==> src/rtl/ecc_xlate_pkg.sv <==
package ecc_xlate_pkg;

    typedef enum logic [1:0] {
        ST_IDLE  = 2'd0,
        ST_ISSUE = 2'd1,
        ST_WAIT  = 2'd2,
        ST_RESP  = 2'd3
    } xl_state_e;

    typedef struct packed {
        logic corr;
        logic uncorr;
    } dec_stat_t;

endpackage

==> src/rtl/eix_addr_map.sv <==
module eix_addr_map #(
    parameter int AW       = 32,
    parameter int BLK_LOG2 = 8
) (
    input  logic [AW-1:0] sys_addr,
    output logic [AW:0]   data_addr,
    output logic [AW:0]   ecc_addr
);
    localparam int PAW    = AW + 1;
    localparam int ECC_SH = BLK_LOG2 - 3;
    localparam int BLK_B  = 1 << BLK_LOG2;

    logic [PAW-1:0] blk_w;
    logic [PAW-1:0] base;

    // Block index times 9/8 of the block size, formed from two shifts.
    assign blk_w     = PAW'(sys_addr[AW-1:BLK_LOG2]);
    assign base      = (blk_w << BLK_LOG2) + (blk_w << ECC_SH);
    assign data_addr = base + PAW'(sys_addr[BLK_LOG2-1:0]);
    assign ecc_addr  = base + PAW'(BLK_B) + PAW'(sys_addr[BLK_LOG2-1:3]);
endmodule

==> src/rtl/eix_range_chk.sv <==
module eix_range_chk #(
    parameter int AW = 32,
    parameter int NR = 3
) (
    input  logic [AW-1:0]    addr,
    input  logic [NR*AW-1:0] lo,
    input  logic [NR*AW-1:0] hi,
    input  logic [NR-1:0]    en,
    output logic             hit,
    output logic             overlap
);
    logic [NR-1:0]    hit_v;
    logic [NR*NR-1:0] ovl_v;

    genvar i, j;
    generate
        for (i = 0; i < NR; i++) begin : g_win
            assign hit_v[i] = en[i]
                && (addr >= lo[i*AW +: AW])
                && (addr <= hi[i*AW +: AW]);
            for (j = 0; j < NR; j++) begin : g_pair
                if (j > i) begin : g_cmp
                    assign ovl_v[i*NR+j] = en[i] && en[j]
                        && (lo[i*AW +: AW] <= hi[j*AW +: AW])
                        && (lo[j*AW +: AW] <= hi[i*AW +: AW]);
                end else begin : g_none
                    assign ovl_v[i*NR+j] = 1'b0;
                end
            end
        end
    endgenerate

    assign overlap = |ovl_v;
    assign hit     = (|hit_v) && !overlap;
endmodule

==> src/rtl/eix_err_track.sv <==
module eix_err_track #(
    parameter int AW    = 32,
    parameter int CNT_W = 8
) (
    input  logic                      clk,
    input  logic                      rst_n,
    input  logic                      upd,
    input  logic                      prot,
    input  ecc_xlate_pkg::dec_stat_t  stat,
    input  logic [AW-1:0]             addr,
    output logic [CNT_W-1:0]          count,
    output logic                      uerr_valid,
    output logic [AW-1:0]             uerr_addr
);
    localparam logic [CNT_W-1:0] CNT_MAX = '1;

    logic corr_ev;
    logic uerr_ev;

    assign uerr_ev = upd && prot && stat.uncorr;
    assign corr_ev = upd && prot && stat.corr && !stat.uncorr;

    always_ff @(posedge clk) begin
        if (!rst_n) begin
            count <= '0;
        end else if (corr_ev && (count != CNT_MAX)) begin
            count <= count + 1'b1;
        end
    end

    always_ff @(posedge clk) begin
        if (!rst_n) begin
            uerr_valid <= 1'b0;
            uerr_addr  <= '0;
        end else if (uerr_ev && !uerr_valid) begin
            uerr_valid <= 1'b1;
            uerr_addr  <= addr;
        end
    end
endmodule

==> src/rtl/ecc_inline_xlate.sv <==
module ecc_inline_xlate #(
    parameter int AW       = 32,
    parameter int NR       = 3,
    parameter int BLK_LOG2 = 8,
    parameter int CNT_W    = 8
) (
    input  logic               clk,
    input  logic               rst_n,
    input  logic               req_valid,
    input  logic [AW-1:0]      req_addr,
    output logic               req_ready,
    input  logic [NR*AW-1:0]   win_lo,
    input  logic [NR*AW-1:0]   win_hi,
    input  logic [NR-1:0]      win_en,
    output logic               cfg_error,
    output logic               mem_cmd_valid,
    output logic [AW:0]        mem_data_addr,
    output logic [AW:0]        mem_ecc_addr,
    output logic               mem_ecc_en,
    input  logic               mem_done,
    input  logic               dec_corr,
    input  logic               dec_uncorr,
    output logic               resp_valid,
    output logic               resp_error,
    output logic [CNT_W-1:0]   corr_count,
    output logic               uerr_valid,
    output logic [AW-1:0]      uerr_addr
);
    import ecc_xlate_pkg::*;

    xl_state_e state_q, state_d;

    logic [AW-1:0] addr_q;
    logic          prot_q;
    logic          err_q;
    logic          win_hit;
    logic          take;
    logic          done_ev;
    dec_stat_t     stat;

    assign stat.corr   = dec_corr;
    assign stat.uncorr = dec_uncorr;

    eix_range_chk #(.AW(AW), .NR(NR)) u_range (
        .addr    (req_addr),
        .lo      (win_lo),
        .hi      (win_hi),
        .en      (win_en),
        .hit     (win_hit),
        .overlap (cfg_error)
    );

    eix_addr_map #(.AW(AW), .BLK_LOG2(BLK_LOG2)) u_map (
        .sys_addr  (addr_q),
        .data_addr (mem_data_addr),
        .ecc_addr  (mem_ecc_addr)
    );

    eix_err_track #(.AW(AW), .CNT_W(CNT_W)) u_track (
        .clk        (clk),
        .rst_n      (rst_n),
        .upd        (done_ev),
        .prot       (prot_q),
        .stat       (stat),
        .addr       (addr_q),
        .count      (corr_count),
        .uerr_valid (uerr_valid),
        .uerr_addr  (uerr_addr)
    );

    assign take    = (state_q == ST_IDLE) && req_valid;
    assign done_ev = (state_q == ST_WAIT) && mem_done;

    // State register
    always_ff @(posedge clk) begin
        if (!rst_n) state_q <= ST_IDLE;
        else        state_q <= state_d;
    end

    always_comb begin
        state_d = state_q;
        unique case (state_q)
            ST_IDLE:  if (req_valid) state_d = ST_ISSUE;
            ST_ISSUE: state_d = ST_WAIT;
            ST_WAIT:  if (mem_done) state_d = ST_RESP;
            ST_RESP:  state_d = ST_IDLE;
            default:  state_d = ST_IDLE;
        endcase
    end

    // Request and response capture
    always_ff @(posedge clk) begin
        if (!rst_n) begin
            addr_q <= '0;
            prot_q <= 1'b0;
            err_q  <= 1'b0;
        end else begin
            if (take) begin
                addr_q <= req_addr;
                prot_q <= win_hit;
            end
            if (done_ev) err_q <= prot_q && dec_uncorr;
        end
    end

    // Outputs by state
    always_comb begin
        req_ready     = 1'b0;
        mem_cmd_valid = 1'b0;
        mem_ecc_en    = 1'b0;
        resp_valid    = 1'b0;
        resp_error    = 1'b0;
        unique case (state_q)
            ST_IDLE:  req_ready = 1'b1;
            ST_ISSUE: begin
                mem_cmd_valid = 1'b1;
                mem_ecc_en    = prot_q;
            end
            ST_WAIT:  mem_ecc_en = prot_q;
            ST_RESP:  begin
                resp_valid = 1'b1;
                resp_error = err_q;
            end
            default:  req_ready = 1'b0;
        endcase
    end
endmodule

==> config.mk <==
export PLATFORM = sky130hd
export DESIGN_NAME = ecc_inline_xlate
export DESIGN_NICKNAME = d
export VERILOG_FILES = /design/src/rtl/ecc_xlate_pkg.sv /design/src/rtl/eix_addr_map.sv /design/src/rtl/eix_range_chk.sv /design/src/rtl/eix_err_track.sv /design/src/rtl/ecc_inline_xlate.sv
export SDC_FILE = /design/constraint.sdc
export NUM_CORES = 1
export LEC_CHECK = 0
export ABC_AREA = 1
export BUFFER_PORTS_ARGS = -buffer_cell sky130_fd_sc_hd__buf_2
export CORE_MARGIN = 10
export CORE_UTILIZATION = 46
export CTS_BUF_LIST = sky130_fd_sc_hd__clkbuf_8
export DETAILED_ROUTE_END_ITERATION = 6
export GPL_ROUTABILITY_DRIVEN = 0
export PLACE_DENSITY = 0.75
export SLEW_MARGIN = 10
export SYNTH_ARGS = -nofsm -noshare
export SYNTH_HDL_FRONTEND = slang
export SYNTH_SLANG_ARGS = --single-unit
==> constraint.sdc <==
create_clock -name clk -period 6.2 [get_ports clk]
set_clock_uncertainty 0.2 [all_clocks]
set_input_delay 0.31 -clock clk [delete_from_list [all_inputs] [get_ports clk]]
set_output_delay 0.31 -clock clk [all_outputs]
set_load 0.05 [all_outputs]
# Word-level counts from Yosys, hierarchy flattened
# Index checks and enable logic that the tools add are counted.
dict set report totals {
  regBits 77
  latch_bits 0
  mem_bits_rw 0
  rom_bits 0
  input_bits 233
  out_inout_bits 113
  elab_cells 71
  mem_count 0
}
dict set report op_classes {
  n_addsub 5
  mul 0
  div_mod_pow 0
  order_cmp 12
  n_eq_ne 6
  shifts 0
  mux 8
  n_bitwise 0
  n_reduce_logical 33
}
# op n
set op_table {}
lappend op_table {{$le A32 B32 Y1} 9}
lappend op_table {{$ge A32 B32 Y1} 3}
lappend op_table {{$add A32 B29 Y33} 1}
lappend op_table {{$add A33 B5 Y33} 1}
lappend op_table {{$add A33 B8 Y33} 1}
lappend op_table {{$add A33 B9 Y33 const B} 1}
lappend op_table {{$logic_and A1 B1 Y1} 25}
lappend op_table {{$add A8 B1 Y8 const B} 1}
lappend op_table {{$ne A8 B8 Y1 const B} 1}
lappend op_table {{$pmux W2 S4} 1}
lappend op_table {{$reduce_or A3 Y1} 2}
lappend op_table {{$mux W1} 5}
lappend op_table {{$eq A2 B2 Y1 const B} 2}
lappend op_table {{$mux W2} 2}
lappend op_table {{$ne A2 B2 Y1 const B} 2}
lappend op_table {{$logic_not A1 Y1} 3}
lappend op_table {{$eq A2 B1 Y1 const B} 1}
lappend op_table {{$logic_not A2 Y1} 1}
lappend op_table {{$reduce_and A2 Y1} 1}
lappend op_table {{$reduce_or A2 Y1} 1}

# Depth between registers and ports, before layout
dict set report logic_depth {
  word_depth 6
  ltp_mapped 21
  ltp_nobuf 21
}

# Cells and area by module
# A second synthesis with hierarchy kept.
dict set report unflattened {
  hier_cells 2522
  area_unflattened_um2 16034.1
}
# mod instances cells_per_inst area_each_um2 seq_area_each_um2
set modules_own_cells {}
lappend modules_own_cells {eix_range_chk 1 1465 9542.9 0.0}
lappend modules_own_cells {eix_addr_map 1 661 3489.6 0.0}
lappend modules_own_cells {eix_err_track 1 218 1600.3 820.8}
lappend modules_own_cells {ecc_inline_xlate 1 178 1401.3 720.7}

# Worst setup path before layout
# No wires, ideal clock.
dict set report synth_path {
  path_kind {register to output}
  start {reg addr_q[8]}
  end {out mem_ecc_addr[23]}
  arrival_ps 3066
  t_required_ps 5690
  setup_slack_ps 2624
  path_stages_with_launch 18
  n_path_buf 0
  cell_sequence {dfxtp_1 ha_1 inv_1 fa_1 inv_1 nand3_1 nand2_2 nand2_1 nand2_2 nand2_2 nand2_4 xor2_4 nand2_2 inv_1 nand2_1 nor2_4 nand2_1 xnor2_1}
}
dict set report synth_between {
  elab_chain_cells 3
}
# item line
set synth_lines {}
lappend synth_lines {{start, declared} ecc_inline_xlate.sv:33} ;# logic [AW-1:0] addr_q;
lappend synth_lines {{start signal, assigned} ecc_inline_xlate.sv:99} ;# addr_q <= req_addr;
lappend synth_lines {{$add A32 B29 Y33} eix_addr_map.sv:18} ;# assign base = (blk_w << BLK_LOG2) + (blk_w << ECC_SH);
lappend synth_lines {{$add A33 B9 Y33} eix_addr_map.sv:20} ;# assign ecc_addr = base + PAW'(BLK_B) + PAW'(sys_addr[BLK_LOG2-1:3]);
lappend synth_lines {{$add A33 B5 Y33} eix_addr_map.sv:20}
lappend synth_lines {{end, declared} ecc_inline_xlate.sv:18} ;# output logic [AW:0] mem_ecc_addr,
# No other way between the ends.

# Final worst setup path
dict set report layout_path {
  start {reg addr_q[8]}
  end {out mem_data_addr[23]}
}
dict set report layout_between {
  elab_chain_cells 2
}
# item line
set layout_lines {}
lappend layout_lines {{$add A32 B29 Y33} eix_addr_map.sv:18}
lappend layout_lines {{$add A33 B8 Y33} eix_addr_map.sv:19} ;# assign data_addr = base + PAW'(sys_addr[BLK_LOG2-1:0]);
lappend layout_lines {{end, declared} ecc_inline_xlate.sv:17} ;# output logic [AW:0] mem_data_addr,
# No other way between the ends.

==> impl_metrics.py <==
metrics = {
    "finish": {
        "fillers": 3279,
        "layoutNonFillerInstCount": 3100,
        "fin_util_pct": 53.6,
        "areaGrowthSynthToFinish_pct": 15.6,
        "final_layout_size_suffix_gt1_share_pct": 15.9,
        "final_nets": 3295,
    },
    "cts": {
        "cts_setup_buffers": 0,
        "numCtsBuffers": 9,
        "cts.sinks": 77,
        "tritoncts": "built",
        "post_cts_resized": 0,
        "max-clock-path-buffers": 2,
        "insertion_delay_ps": 360,
        "htree_levels": 3,
        "clk_pin_slew_ps": 80,
        "cts-root-buf": "clkbuf_8",
        "cts_hold_buf": 0,
    },
    "routing": {
        "drtPass1Iterations": 7,
        "viasPerCell": 5.27,
        "ant_nets": 0,
        "wire_per_inst_um": 16.9,
        "drc": 1,
        "wl_um": 52400,
        "drtIter0Drc": 853,
        "vias": 16300,
    },
    "worst_setup_path": {
        "worstPathArrival_ps": 3410,
        "worstPathMaxFanout": 7,
        "cpMaxStageDelayCell": "fa_1",
        "regToRegEndpoint": "u_track.uerr_addr[11]",
        "path_class": "reg2out",
        "reg2reg_setup_slack_ps": 3140,
        "end_kind": "output pin",
        "critPathLaunch": "addr_q[8]",
        "cp_data_required_time_ps": 5690,
        "max_stage_delay_ps": 420,
        "reg2regPathDepth": 10,
        "critPathMostFrequentCell": "inv_1",
        "path_cells": "ha_1, inv_1, fa_1, inv_1, nand3_1, nand2_2, xor2_2, nand2_1, nor2_4, nand2_2, nor2_2, nand2_1, xor2_1, inv_1, buf_2",
        "critPathLaunchType": "flip-flop",
        "timing.rr.start": "state_q[0]",
    },
    "sta": {
        "fmax_mhz": 255,
        "slew_headroom_pct": 28.4,
        "period_needed_ps": 3920,
        "period_share_pct": 63.1,
        "hold_viol": 0,
        "rsz0062_at_grt": "no",
        "finalSetupTns_ps": 0,
        "fin_ws_ps": 2280,
        "finalSetupViolCount": 0,
        "worstMarginPinSlew_ps": 1070,
        "finalMaxSlewViolations": 0,
    },
    "die": {
        "die_h_um": 201,
        "initial_core_util_pct": 46.4,
        "die-area_um2": 40300,
        "die_w_um": 201,
        "num_rows": 66,
        "ios": 346,
        "core_um2": 32400,
    },
    "logic_synthesis": {
        "synth_area_um2": 15000,
        "ys_ff_latch": 77,
        "syn_area_per_cell_um2": 6.47,
        "yosysUniqueCellTypes": 43,
        "yosys_warnings": 0,
        "syn_nets": 2969,
        "yosysSeqAreaShare_pct": 10.3,
        "syn_inst": 2320,
    },
    "global_route": {
        "grt_pass1_vias": 16400,
        "grt-ovfl-total": 0,
        "antenna_found_initial": 12,
        "track_usage_pct": 24.9,
        "grt_max_degree": 73,
        "grt_first_pass_wirelength_um": 82100,
    },
    "hold_path": {
        "holdPathEnd": "err_q",
        "hold_path_depth": 4,
        "min_from": "mem_done",
        "hold_class": "in2reg",
    },
    "power": {
        "power.switching_w": 0.00255,
        "vdd_drop_max_uv": 312,
        "finalPower_w": 0.00414,
        "pwr-share-clk_pct": 9.2,
        "cellLeakagePower_nw": 10.2,
        "power.internal_w": 0.00159,
        "p_comb_share_pct": 75.0,
        "power_density_nw_per_um2": 239,
        "seqPwrFrac_pct": 15.8,
        "p_sw_share_pct": 61.5,
    },
    "run_status": {
        "violations": "design-rule violations",
        "outcome": "finished, violations left",
    },
    "placement": {
        "dp_slack_ps": 2670,
        "dp_hpwl_um": 46000,
        "port_buffers": 345,
        "placedCellCount": 3077,
    },
    "run": {
        "maxCapViolations": 0,
    },
}
[per-stage QoR]
stage	hold WS (ps)	instance area (um2)
after floorplan	244	15000
after global placement	256	17100
after detailed placement	263	17100
after CTS	26.8	17300
after global routing	80.2	17400
final	53.5	17400
[cell usage after synthesis (all sizes together)]
master,number,share of area [%]
o21ai,121,4.0
a21oi,227,7.6
o21a,23,1.1
nor2,287,7.6
nand2,561,14
o21bai,10,0.50
inv,366,9.1
clkinv,1,0.025
nor3,22,0.84
nor3b,2,0.10
xor2,36,2.4
buf,13,0.65
o211ai,1,0.050
o22ai,1,0.042
and2,3,0.14
nor4,7,0.29
nand3b,4,0.20
a21o,8,0.40
xnor2,7,0.51
ha,414,34
a31oi,1,0.042
nand4,44,1.8
and3,1,0.042
fa,2,0.27
nand3,60,2.3
dfxtp,77,10
a221oi,1,0.058
clkbuf,20,0.50
[state kept, by name, summed over array words and instances (netlist names)]
register / cells
addr_q: 32
u_track.uerr_addr: 32
u_track.count: 8
state_q: 2
err_q: 1
prot_q: 1
u_track.uerr_valid: 1
[power by group through the flow]
stage / clock, W / sequential, W / combinational, W
finish: 0.000380 / 0.000656 / 0.00311
detailed placement: 0 / 0.000666 / 0.00309
global route: 0.000418 / 0.000665 / 0.00338
global placement: 0 / 0.000661 / 0.00303
CTS: 0.000396 / 0.000655 / 0.00310
floorplan: 0 / 0.000638 / 0.00233
[worst max path at each step]
stage	end	slack [ps]	depth (start not counted)
floorplan	mem_ecc_addr[23]	2620	17
global placement	mem_data_addr[23]	2730	16
detailed placement	mem_data_addr[23]	2670	16
CTS	mem_data_addr[23]	2260	16
global route	mem_data_addr[23]	1970	16
finish	mem_data_addr[23]	2280	15
[cell type report]
class                   instances  area, um2  share of cell area (%)
diodes                          8       20.0                   0.115
clock buffers                  10        138                   0.793
clock inverters                 5       52.6                   0.303
inverters                     367       1380                    7.94
multi-input cells            1843      11900                    68.7
flip-flops and latches         77       1540                    8.88
well taps                     442        553                    3.19
repair buffers                348       1750                    10.1
[worst max-delay path, delay by kind of cell, from the launching register on]
kind,cells,cell delay (ps)
flip-flops,1,400
XOR/XNOR,2,520
adder cells (fa/ha/maj),2,610
AND/OR/NAND/NOR,7,1070
buffers and inverters,4,430
[placed cells by master, fill, tap and decap left out, types with 6 or more instances in the layout]
master and count:
o21a_1 23, nand2_2 21, o21bai_1 10, a21oi_1 225, nand4_1 44, xor2_1 32
nand2_1 538, clkbuf_8 10, ha_1 414, nor2_2 9, nor2_4 6, nor4_1 7
diode_2 8, o21ai_0 119, nand3_1 55, nor2_1 272, buf_2 345, nor3_1 20
a21o_1 8, dfxtp_1 77, inv_1 362
[layer usage]
layer,up-vias,global-route usage [%],share of wire (%)
li1,8280,-,-
met1,7378,29.7,43
met2,549,43.3,47
met3,132,3.66,6.1
met4,10,11.0,4.3
met5,-,0,0.11
[logic make-up after synthesis]
group / after synthesis / share of synthesized area [%]
AND/OR/NAND/NOR: 991 / 27.8
adder cells (fa/ha/maj): 416 / 34.8
buffers and inverters: 400 / 10.3
AO/OA/AOI/OAI: 393 / 13.9
flip-flops: 77 / 10.3
XOR/XNOR: 43 / 2.96
Power figures use the tool's default switching activity.
